**config.mk**
```make
export PLATFORM = sky130hd
export DESIGN_NAME = poe_port_supervisor
export DESIGN_NICKNAME = d
export VERILOG_FILES = /design/src/rtl/poe_sup_pkg.sv /design/src/rtl/poe_fetbad_filter.sv /design/src/rtl/poe_disc_timer.sv /design/src/rtl/poe_fault_events.sv /design/src/rtl/poe_port_supervisor.sv
export SDC_FILE = /design/constraint.sdc
export NUM_CORES = 1
export LEC_CHECK = 0
export BUFFER_PORTS_ARGS = -buffer_cell sky130_fd_sc_hd__clkbuf_2
export CAP_MARGIN = 10
export CORE_ASPECT_RATIO = 0.6
export CORE_MARGIN = 1.5
export CORE_UTILIZATION = 37
export CTS_CLUSTER_SIZE = 40
export DETAILED_ROUTE_END_ITERATION = 7
export REMOVE_ABC_BUFFERS = 1
export SYNTH_ARGS = -nofsm -noshare
export SYNTH_HDL_FRONTEND = slang
export SYNTH_SLANG_ARGS = --single-unit
```
**constraint.sdc**
```tcl
create_clock -name clk -period 1.85 [get_ports clk]
set_input_delay 0.37 -clock clk [delete_from_list [all_inputs] [get_ports clk]]
set_output_delay 0.37 -clock clk [all_outputs]
set_load 0.05 [all_outputs]
```
**src/rtl/poe_sup_pkg.sv**
```systemverilog
package poe_sup_pkg;
  localparam int EVT_W   = 3;
  localparam int EVT_FB  = 0;
  localparam int EVT_ST  = 1;
  localparam int EVT_DIS = 2;
  typedef logic [EVT_W-1:0] evt_vec_t;
endpackage

```
**src/rtl/poe_fetbad_filter.sv**
```systemverilog
module poe_fetbad_filter #(
  parameter int PERSIST = 180
) (
  input  logic clk,
  input  logic rst_n,
  input  logic clr,
  input  logic tick,
  input  logic symptom,
  input  logic latched,
  output logic fire
);
  localparam int CW = $clog2(PERSIST + 2);
  localparam logic [CW-1:0] CNT_TOP = CW'(PERSIST);

  logic [CW-1:0] cnt_q, cnt_n;
  logic          cnt_en;

  always_comb begin
    fire   = 1'b0;
    cnt_en = 1'b0;
    cnt_n  = cnt_q;
    if (clr || !symptom || latched) begin
      cnt_en = 1'b1;
      cnt_n  = '0;
    end else if (tick) begin
      cnt_en = 1'b1;
      if (cnt_q == CNT_TOP) begin
        fire  = 1'b1;
        cnt_n = '0;
      end else begin
        cnt_n = cnt_q + 1'b1;
      end
    end
  end

  always_ff @(posedge clk or negedge rst_n) begin
    if (!rst_n)      cnt_q <= '0;
    else if (cnt_en) cnt_q <= cnt_n;
  end


  fire_persist_chk: assert property (@(posedge clk) disable iff (!rst_n)
    fire |-> (symptom && $past(symptom)));

  glitch_clear_chk: assert property (@(posedge clk) disable iff (!rst_n)
    (!symptom) |=> !fire);
endmodule

```
**src/rtl/poe_disc_timer.sv**
```systemverilog
module poe_disc_timer #(
  parameter int LIMIT = 400
) (
  input  logic clk,
  input  logic rst_n,
  input  logic clr,
  input  logic tick,
  input  logic arm,
  input  logic cur_low,
  output logic fire
);
  localparam int CW = $clog2(LIMIT + 1);
  localparam logic [CW-1:0] CNT_LAST = CW'(LIMIT - 1);

  logic [CW-1:0] cnt_q, cnt_n;
  logic          cnt_en;

  always_comb begin
    fire   = 1'b0;
    cnt_en = 1'b0;
    cnt_n  = cnt_q;
    if (clr || !arm || !cur_low) begin
      cnt_en = 1'b1;
      cnt_n  = '0;
    end else if (tick) begin
      cnt_en = 1'b1;
      if (cnt_q == CNT_LAST) begin
        fire  = 1'b1;
        cnt_n = '0;
      end else begin
        cnt_n = cnt_q + 1'b1;
      end
    end
  end

  always_ff @(posedge clk or negedge rst_n) begin
    if (!rst_n)      cnt_q <= '0;
    else if (cnt_en) cnt_q <= cnt_n;
  end


  recover_clear_chk: assert property (@(posedge clk) disable iff (!rst_n)
    (!cur_low || !arm) |=> !fire || (LIMIT == 1));

  disc_armed_chk: assert property (@(posedge clk) disable iff (!rst_n)
    fire |-> (arm && cur_low && tick));
endmodule

```
**src/rtl/poe_fault_events.sv**
```systemverilog
module poe_fault_events
  import poe_sup_pkg::*;
(
  input  logic     clk,
  input  logic     rst_n,
  input  logic     port_rst,
  input  logic     evt_clr,
  input  evt_vec_t new_evt,
  output evt_vec_t evt,
  output logic     irq
);
  evt_vec_t evt_n;
  logic     irq_n;

  always_comb begin
    if (port_rst) begin
      evt_n = '0;
      irq_n = 1'b0;
    end else begin
      evt_n = (evt_clr ? '0 : evt) | new_evt;
      irq_n = |new_evt;
    end
  end

  always_ff @(posedge clk or negedge rst_n) begin
    if (!rst_n) begin
      evt <= '0;
      irq <= 1'b0;
    end else begin
      evt <= evt_n;
      irq <= irq_n;
    end
  end


  evt_sticky_chk: assert property (@(posedge clk) disable iff (!rst_n)
    (!evt_clr && !port_rst) |=> ((evt & $past(evt)) == $past(evt)));

  irq_new_chk: assert property (@(posedge clk) disable iff (!rst_n)
    (|(evt & ~$past(evt))) |-> irq);
endmodule

```
**src/rtl/poe_port_supervisor.sv**
```systemverilog
module poe_port_supervisor
  import poe_sup_pkg::*;
#(
  parameter int PERSIST = 180,
  parameter int LIMIT   = 400
) (
  input  logic       clk,
  input  logic       rst_n,
  input  logic       tick_us,
  input  logic       port_rst,
  input  logic       on_req,
  input  logic       off_req,
  input  logic       start_tmo,
  input  logic       sense_high,
  input  logic       gate_high,
  input  logic       port_on_sense,
  input  logic       cur_low,
  input  logic       evt_clr,
  output logic       port_en,
  output logic       gate_pd_weak,
  output logic       fet_bad,
  output logic [2:0] evt,
  output logic       irq,
  output logic       data_valid
);
  logic [1:0] rs_q;
  logic       rst_i_n;

  always_ff @(posedge clk or negedge rst_n) begin
    if (!rst_n) rs_q <= 2'b00;
    else        rs_q <= {rs_q[0], 1'b1};
  end
  assign rst_i_n = rs_q[1];

  logic     symptom, fb_fire, st_fire, dis_fire, arm;
  logic     port_en_n, fet_bad_n;
  evt_vec_t new_evt, evt_q;

  assign symptom = sense_high || gate_high || (port_on_sense && !port_en);
  assign arm     = port_en && port_on_sense;
  assign st_fire = !port_rst && port_en && start_tmo && !port_on_sense;

  poe_fetbad_filter #(.PERSIST(PERSIST)) u_fb (
    .clk(clk), .rst_n(rst_i_n), .clr(port_rst), .tick(tick_us),
    .symptom(symptom), .latched(fet_bad), .fire(fb_fire)
  );

  poe_disc_timer #(.LIMIT(LIMIT)) u_dis (
    .clk(clk), .rst_n(rst_i_n), .clr(port_rst), .tick(tick_us),
    .arm(arm), .cur_low(cur_low), .fire(dis_fire)
  );

  always_comb begin
    new_evt          = '0;
    new_evt[EVT_FB]  = fb_fire;
    new_evt[EVT_ST]  = st_fire;
    new_evt[EVT_DIS] = dis_fire && !port_rst;
  end

  poe_fault_events u_evt (
    .clk(clk), .rst_n(rst_i_n), .port_rst(port_rst), .evt_clr(evt_clr),
    .new_evt(new_evt), .evt(evt_q), .irq(irq)
  );
  assign evt = evt_q;

  always_comb begin
    fet_bad_n = port_rst ? 1'b0 : (fet_bad || fb_fire);
    port_en_n = port_en;
    if (port_rst || fet_bad || fb_fire)  port_en_n = 1'b0;
    else if (dis_fire || st_fire)        port_en_n = 1'b0;
    else if (off_req)                    port_en_n = 1'b0;
    else if (on_req)                     port_en_n = 1'b1;
  end

  always_ff @(posedge clk or negedge rst_i_n) begin
    if (!rst_i_n) begin
      port_en <= 1'b0;
      fet_bad <= 1'b0;
    end else begin
      port_en <= port_en_n;
      fet_bad <= fet_bad_n;
    end
  end

  assign gate_pd_weak = fet_bad;
  assign data_valid   = port_en && port_on_sense;


  fb_port_off_chk: assert property (@(posedge clk) disable iff (!rst_i_n)
    fet_bad |-> !port_en);

  fb_sticky_chk: assert property (@(posedge clk) disable iff (!rst_i_n)
    (fet_bad && !port_rst) |=> fet_bad);

  start_off_chk: assert property (@(posedge clk) disable iff (!rst_i_n)
    st_fire |=> (!port_en && evt[EVT_ST]));

  dis_off_chk: assert property (@(posedge clk) disable iff (!rst_i_n)
    (dis_fire && !port_rst) |=> (!port_en && evt[EVT_DIS]));
endmodule

```
After elaboration in Yosys (flattened, before gate mapping)
Cells that the tools add are included.
{ "classes": {"addsub": 2, "n_eq_ne": 2, "mux": 23, "bitwise_logic": 1, "reduce_logical": 28} }
{ "op_table": {"columns": ["operator", "n"], "rows": [
  ["$mux W9", 3],
  ["$mux W8", 3],
  ["$mux W1", 15],
  ["$logic_or A1 B1 Y1", 10],
  ["$add A9 B1 Y9 const B", 1],
  ["$eq A9 B9 Y1 const B", 1],
  ["$add A8 B1 Y8 const B", 1],
  ["$eq A8 B8 Y1 const B", 1],
  ["$logic_and A1 B1 Y1", 6],
  ["$logic_not A1 Y1", 6],
  ["$mux W3", 2],
  ["$reduce_and A2 Y1", 2],
  ["$reduce_bool A2 Y1", 2],
  ["$reduce_bool A4 Y1", 1],
  ["$or A3 B3 Y3", 1],
  ["$reduce_or A3 Y1", 1]
]} }
{ "word_totals": {"register_bits": 25, "inputBits": 12, "out_inout_bits": 8, "word_cells": 63} }

Logic depth before layout (Yosys ltp)
{ "logic_depth": {"ltp_word": 9, "mapped_depth": 6, "depth_no_buf": 6} }

By module
A second synthesis with hierarchy kept.
{ "hier_totals": {"hier_cells": 137, "hier_area_um2": 1292.5} }
{ "modules_own_cells": {"columns": ["mod", "instances", "cells_each", "area_per_inst_um2", "seq_area_each_um2"], "rows": [
  ["poe_disc_timer", 1, 57, 513.0, 225.2],
  ["poe_fetbad_filter", 1, 49, 447.9, 200.2],
  ["poe_port_supervisor", 1, 17, 180.2, 100.1],
  ["poe_fault_events", 1, 14, 151.4, 100.1]
]} }

Least setup slack after synthesis
OpenSTA, ideal clock, no wires.
{ "synth_path": {"kind": "flip-flop to flip-flop", "from": "register port_en", "to": "register u_dis.cnt_q[8]", "setup_ps": 80, "arrival_time_ps": 1616, "required_time_ps": 1770, "path_slack_ps": 154, "stages_incl_launch_ff": 4, "synth_period_minus_slack_ps": 1696, "cell_sequence": "dfrtp_1 -> nand4b_2 -> or4b_1 -> o211ai_2"} }
{ "synth_between": {"elab_chain_cells": 6, "elab_cells_between_ends": 8, "classes_between": "mux (2); reduce/logical (6)"} }
{ "synth_rtl": {"columns": ["element", "line_no", "source"], "rows": [
  ["start: declaration", "poe_port_supervisor.sv:19", "output logic port_en,"],
  ["start signal: assignment", "poe_port_supervisor.sv:80", "port_en <= port_en_n;"],
  ["$logic_and A1 B1 Y1 (*)", "poe_port_supervisor.sv:40", "assign arm = port_en && port_on_sense;"],
  ["$logic_not A1 Y1 (*)", "poe_disc_timer.sv:22", "if (clr || !arm || !cur_low) begin"],
  ["$logic_or A1 B1 Y1 (*) (2 in a row)", "poe_disc_timer.sv:22", null],
  ["$reduce_bool A2 Y1 (no source line) or $mux W1 (tied branches)", null, null],
  ["$reduce_and A2 Y1 (no source line)", null, null],
  ["end signal: assignment", "poe_disc_timer.sv:38", "else if (cnt_en) cnt_q <= cnt_n;"],
  ["end: declaration", "poe_disc_timer.sv:15", "logic [CW-1:0] cnt_q, cnt_n;"]
]} }
Every way passes the cells marked *; elsewhere a longest branch is shown, timed or not.
A chain may end at the register's enable or synchronous reset.

Worst setup path in the final report
{ "layout_path": {"from": "register u_dis.cnt_q[0]", "to": "register u_dis.cnt_q[8]"} }
{ "layout_between": {"elab_chain_cells": 4, "elab_cells_between_ends": 5, "classes_between": "add/sub (1); eq/ne (1); mux (3)"} }
{ "layout_rtl": {"columns": ["element", "line_no", "source"], "rows": [
  ["$add A9 B1 Y9 or $eq A9 B9 Y1 (tied branches)", "poe_disc_timer.sv:31, poe_disc_timer.sv:27", null],
  ["$mux W9 (*)", "poe_disc_timer.sv:27", "if (cnt_q == CNT_LAST) begin"],
  ["$mux W9 (*)", "poe_disc_timer.sv:25", "end else if (tick) begin"],
  ["$mux W9 (*)", "poe_disc_timer.sv:22", null]
]} }
Every way passes the cells marked *; elsewhere a longest branch is shown, timed or not. The select of a mux whose other input is x is not followed.

==> impl_metrics.yaml <==
placement:
  pre_cts_worst_setup_slack_ns: 0.181
  io_buffers: 19
  hpwl_um: 2020
  place.gp.congestion: 0.842
detailed_routing:
  routed_wl_um: 2710
  ant_nets: 0
  vias_per_cell: 5.28
  vias: 1056
  drcViolationCount: 0
  routed_length_per_placed_instance_um: 13.6
  drt_first_iter_violations: 49
  first_pass_iters: 5
cells_and_area:
  antenna_diode_count: 0
  drive_above_1_share_pct: 22.6
  final_net_count: 171
  synth_to_layout_area_growth_pct: 16.0
run_status:
  run_status: "finished, final reports clean"
logic_synthesis:
  ys_types: 43
  synth_enable_flop_cells: 0
  synth.top_cells.by_count: "25 x sky130_fd_sc_hd__dfrtp_1, 14 x sky130_fd_sc_hd__nand2_1, 9 x sky130_fd_sc_hd__nor2_1, 9 x sky130_fd_sc_hd__o21ai_0, 7 x sky130_fd_sc_hd__a21oi_1"
  netlist_area_mm2: 0.00132
  synth_top_cell_by_area: "sky130_fd_sc_hd__dfrtp_1"
  async_reset_ff_share_pct: 100
  netlist_instances: 131
  netlist_top_cells_area: "sky130_fd_sc_hd__dfrtp_1 47%, sky130_fd_sc_hd__nand2_1 4.0%, sky130_fd_sc_hd__xor2_1 4.0%, sky130_fd_sc_hd__o21ai_0 3.4%, sky130_fd_sc_hd__ha_1 2.8%"
  postSynthRegisterBits: 25
  yosys.area.top_type_share_pct: 47.5
  synth.yosys.seq_area_share_pct: 47.5
  mean_post_synth_cell_area_um2: 10.1
  ys_dominant_reg_cell: "sky130_fd_sc_hd__dfrtp_1"
  post-synth-top-count-cell: "sky130_fd_sc_hd__dfrtp_1"
  number_of_warnings_printed_during_yosys_synthesis: 0
grt:
  first_global_vias: 967
  grt_max_degree: 24
  antenna_violations_before_repair: 0
  grt_first_pass_wirelength_um: 4480
  gr-total-overflow: 0
  grt.total_usage_pct: 14.6
clock_network:
  post_cts.resized_instances: 0
  cts_setup_buffers: 0
  clock_latency_ns: 0.27
  cts_tree: "done"
  cts_buffers: 3
  clock_tree.root_cell: "sky130_fd_sc_hd__clkbuf_8"
  cts_htree_levels: 1
  postCtsHoldBufs: 1
  clk_pin_slew_ns: 0.09
  clock_path_buffers: 2
  clkSinkCount: 25
setup_path:
  cp_common_cell: "sky130_fd_sc_hd__o211ai_2"
  cp_slowest_stage_delay_ns: 0.52
  worst_path_max_delay_cell: "sky130_fd_sc_hd__or4b_1"
  crit_buf_inv: 0
  worst_r2r_startpoint: "u_dis.cnt_q[0]"
  crit_family: "simple AND/OR/NAND/NOR gates"
  cp_cell_sequence: "ha_1 -> and3_1 -> o211ai_2 -> or4b_1 -> o211ai_2"
  required_ns: 2.05
  crit_arrival_ns: 1.87
  endpoint_kind: "register"
  critical_path.max_fanout: 5
  crit_path_start_kind: "register"
  startpoint: "u_dis.cnt_q[0]"
  worstSetupPathType: "register to register"
power_and_ir_drop:
  vdd.ir_drop.worst_v: 0.000267
  static-leakage-power_uw: 0.000682
  power_per_cell_area_mw_per_mm2: 636
die:
  design.core.area_mm2: 0.00332
  placementRows: 16
  floorplan.io_pins: 20
  die_width_um: 80.0
  die_height_um: 49.2
  initial_core_util_pct: 39.6
  die_area_mm2: 0.00394
timing:
  finalClockSkew_ns: 0.00809
  timing.setup.tns_ns: 0
  setup_violations: 0
  final_max_slew_viol_count: 0
  worst-slew-pin-transition_ns: 0.529
  fin_ws_ns: 0.179
  fin_crit_ns: 1.67
  post-route-period-util_pct: 90.3
  rsz0062_at_grt: "false"
  hold_violations: 0
  maxClockFrequency_mhz: 598
  timing.slew.headroom_pct: 64.4
min_path:
  timing.hold.worst.class: "register to async pin"
run:
  maxCapViolations: 0
-- through the flow --
stage / instances / utilization (%) / power [uW] / instance area [um2] / hold WS, ns
2_1_floorplan: 128 / - / 614 / 1290 / 0.0744
3_3_place_gp: 195 / 44.2 / 652 / 1470 / 0.155
3_5_place_dp: 195 / 44.2 / 654 / 1470 / 0.157
4_1_cts: 200 / 46.0 / 992 / 1530 / 0.242
5_1_grt: 200 / 46.0 / 1030 / 1530 / 0.235
6_report: 200 / 46.0 / 972 / 1530 / 0.220
-- cell type report --
type                       instances  area (um2)
multi-input combinational         98         651
inverter                           5        18.8
fill                             317        1800
clock inverter                     1        7.51
timing repair buffer              23         128
tap                               45        56.3
clock buffer                       3        41.3
sequential                        25         626
-- layout by cell type (no fill, tap or decap), types with 2 or more instances in the layout --
| master | count |
|---|---|
| sky130_fd_sc_hd__a21oi_1 | 7 |
| sky130_fd_sc_hd__and2_1 | 2 |
| sky130_fd_sc_hd__and3_1 | 3 |
| sky130_fd_sc_hd__buf_4 | 3 |
| sky130_fd_sc_hd__clkbuf_2 | 19 |
| sky130_fd_sc_hd__clkbuf_8 | 3 |
| sky130_fd_sc_hd__dfrtp_1 | 25 |
| sky130_fd_sc_hd__ha_1 | 3 |
| sky130_fd_sc_hd__inv_1 | 5 |
| sky130_fd_sc_hd__mux2i_1 | 2 |
| sky130_fd_sc_hd__nand2_1 | 14 |
| sky130_fd_sc_hd__nand3_1 | 6 |
| sky130_fd_sc_hd__nand4_1 | 2 |
| sky130_fd_sc_hd__nor2_1 | 9 |
| sky130_fd_sc_hd__nor2b_1 | 2 |
| sky130_fd_sc_hd__nor3_1 | 2 |
| sky130_fd_sc_hd__o2111ai_1 | 2 |
| sky130_fd_sc_hd__o211ai_1 | 3 |
| sky130_fd_sc_hd__o211ai_2 | 2 |
| sky130_fd_sc_hd__o21ai_0 | 9 |
| sky130_fd_sc_hd__or3_1 | 3 |
| sky130_fd_sc_hd__xor2_1 | 6 |
-- registers in the layout (all words and copies together) (netlist names) --
name / cells
u_dis.cnt_q: 9
u_fb.cnt_q: 8
u_evt.evt: 3
rs_q: 2
fet_bad: 1
port_en: 1
u_evt.irq: 1
-- metal layers --
metal	vias to the layer above	wire, um	track usage (%)
met5	-	0	0
met4	0	4	4.31
met3	2	179	4.11
met2	46	1160	21.1
met1	488	1370	20.9
li1	520	-	-
-- cell families (layout without fill, tap and decap cells) --
family,after synthesis,in the layout,synth area share (%)
and+or+nand+nor,56,56,24.0
AOI/OAI and AO/OA,29,29,15.9
DFF,25,25,47.5
buffers and inverters,8,32,3.13
xor gates and xnor gates,6,6,3.99
adders and majority gates,3,3,2.85
muxes,3,3,2.37
other,1,1,0.285
-- worst paths after layout --
path | end | slack (ns) | cells after the start
worst max-delay path | u_dis.cnt_q[8] | 0.18 | 5
worst min-delay path | fet_bad | 0.22 | 1
worst max register to register | u_dis.cnt_q[8] | 0.18 | 5
worst min register to register | fet_bad | 0.22 | 1
max in group asynchronous | rs_q[1] | 1.35 | 2
min in group clk | port_en | 0.25 | 2
-- worst reg2reg max path: stages, from the launching register on --
cell	delay, ns
sky130_fd_sc_hd__dfrtp_1	0.40
sky130_fd_sc_hd__ha_1	0.19
sky130_fd_sc_hd__and3_1	0.27
sky130_fd_sc_hd__o211ai_2	0.13
sky130_fd_sc_hd__or4b_1	0.52
sky130_fd_sc_hd__o211ai_2	0.09
-- power by group --
group / leakage (uW) / internal, uW / switching [uW]
logic: 0.000317 / 29.7 / 54.6
clock network: 0.0000217 / 152 / 176
registers: 0.000343 / 553 / 6.85
total: 0.000682 / 735 / 237
No activity file was read; power rests on OpenSTA's default activity.
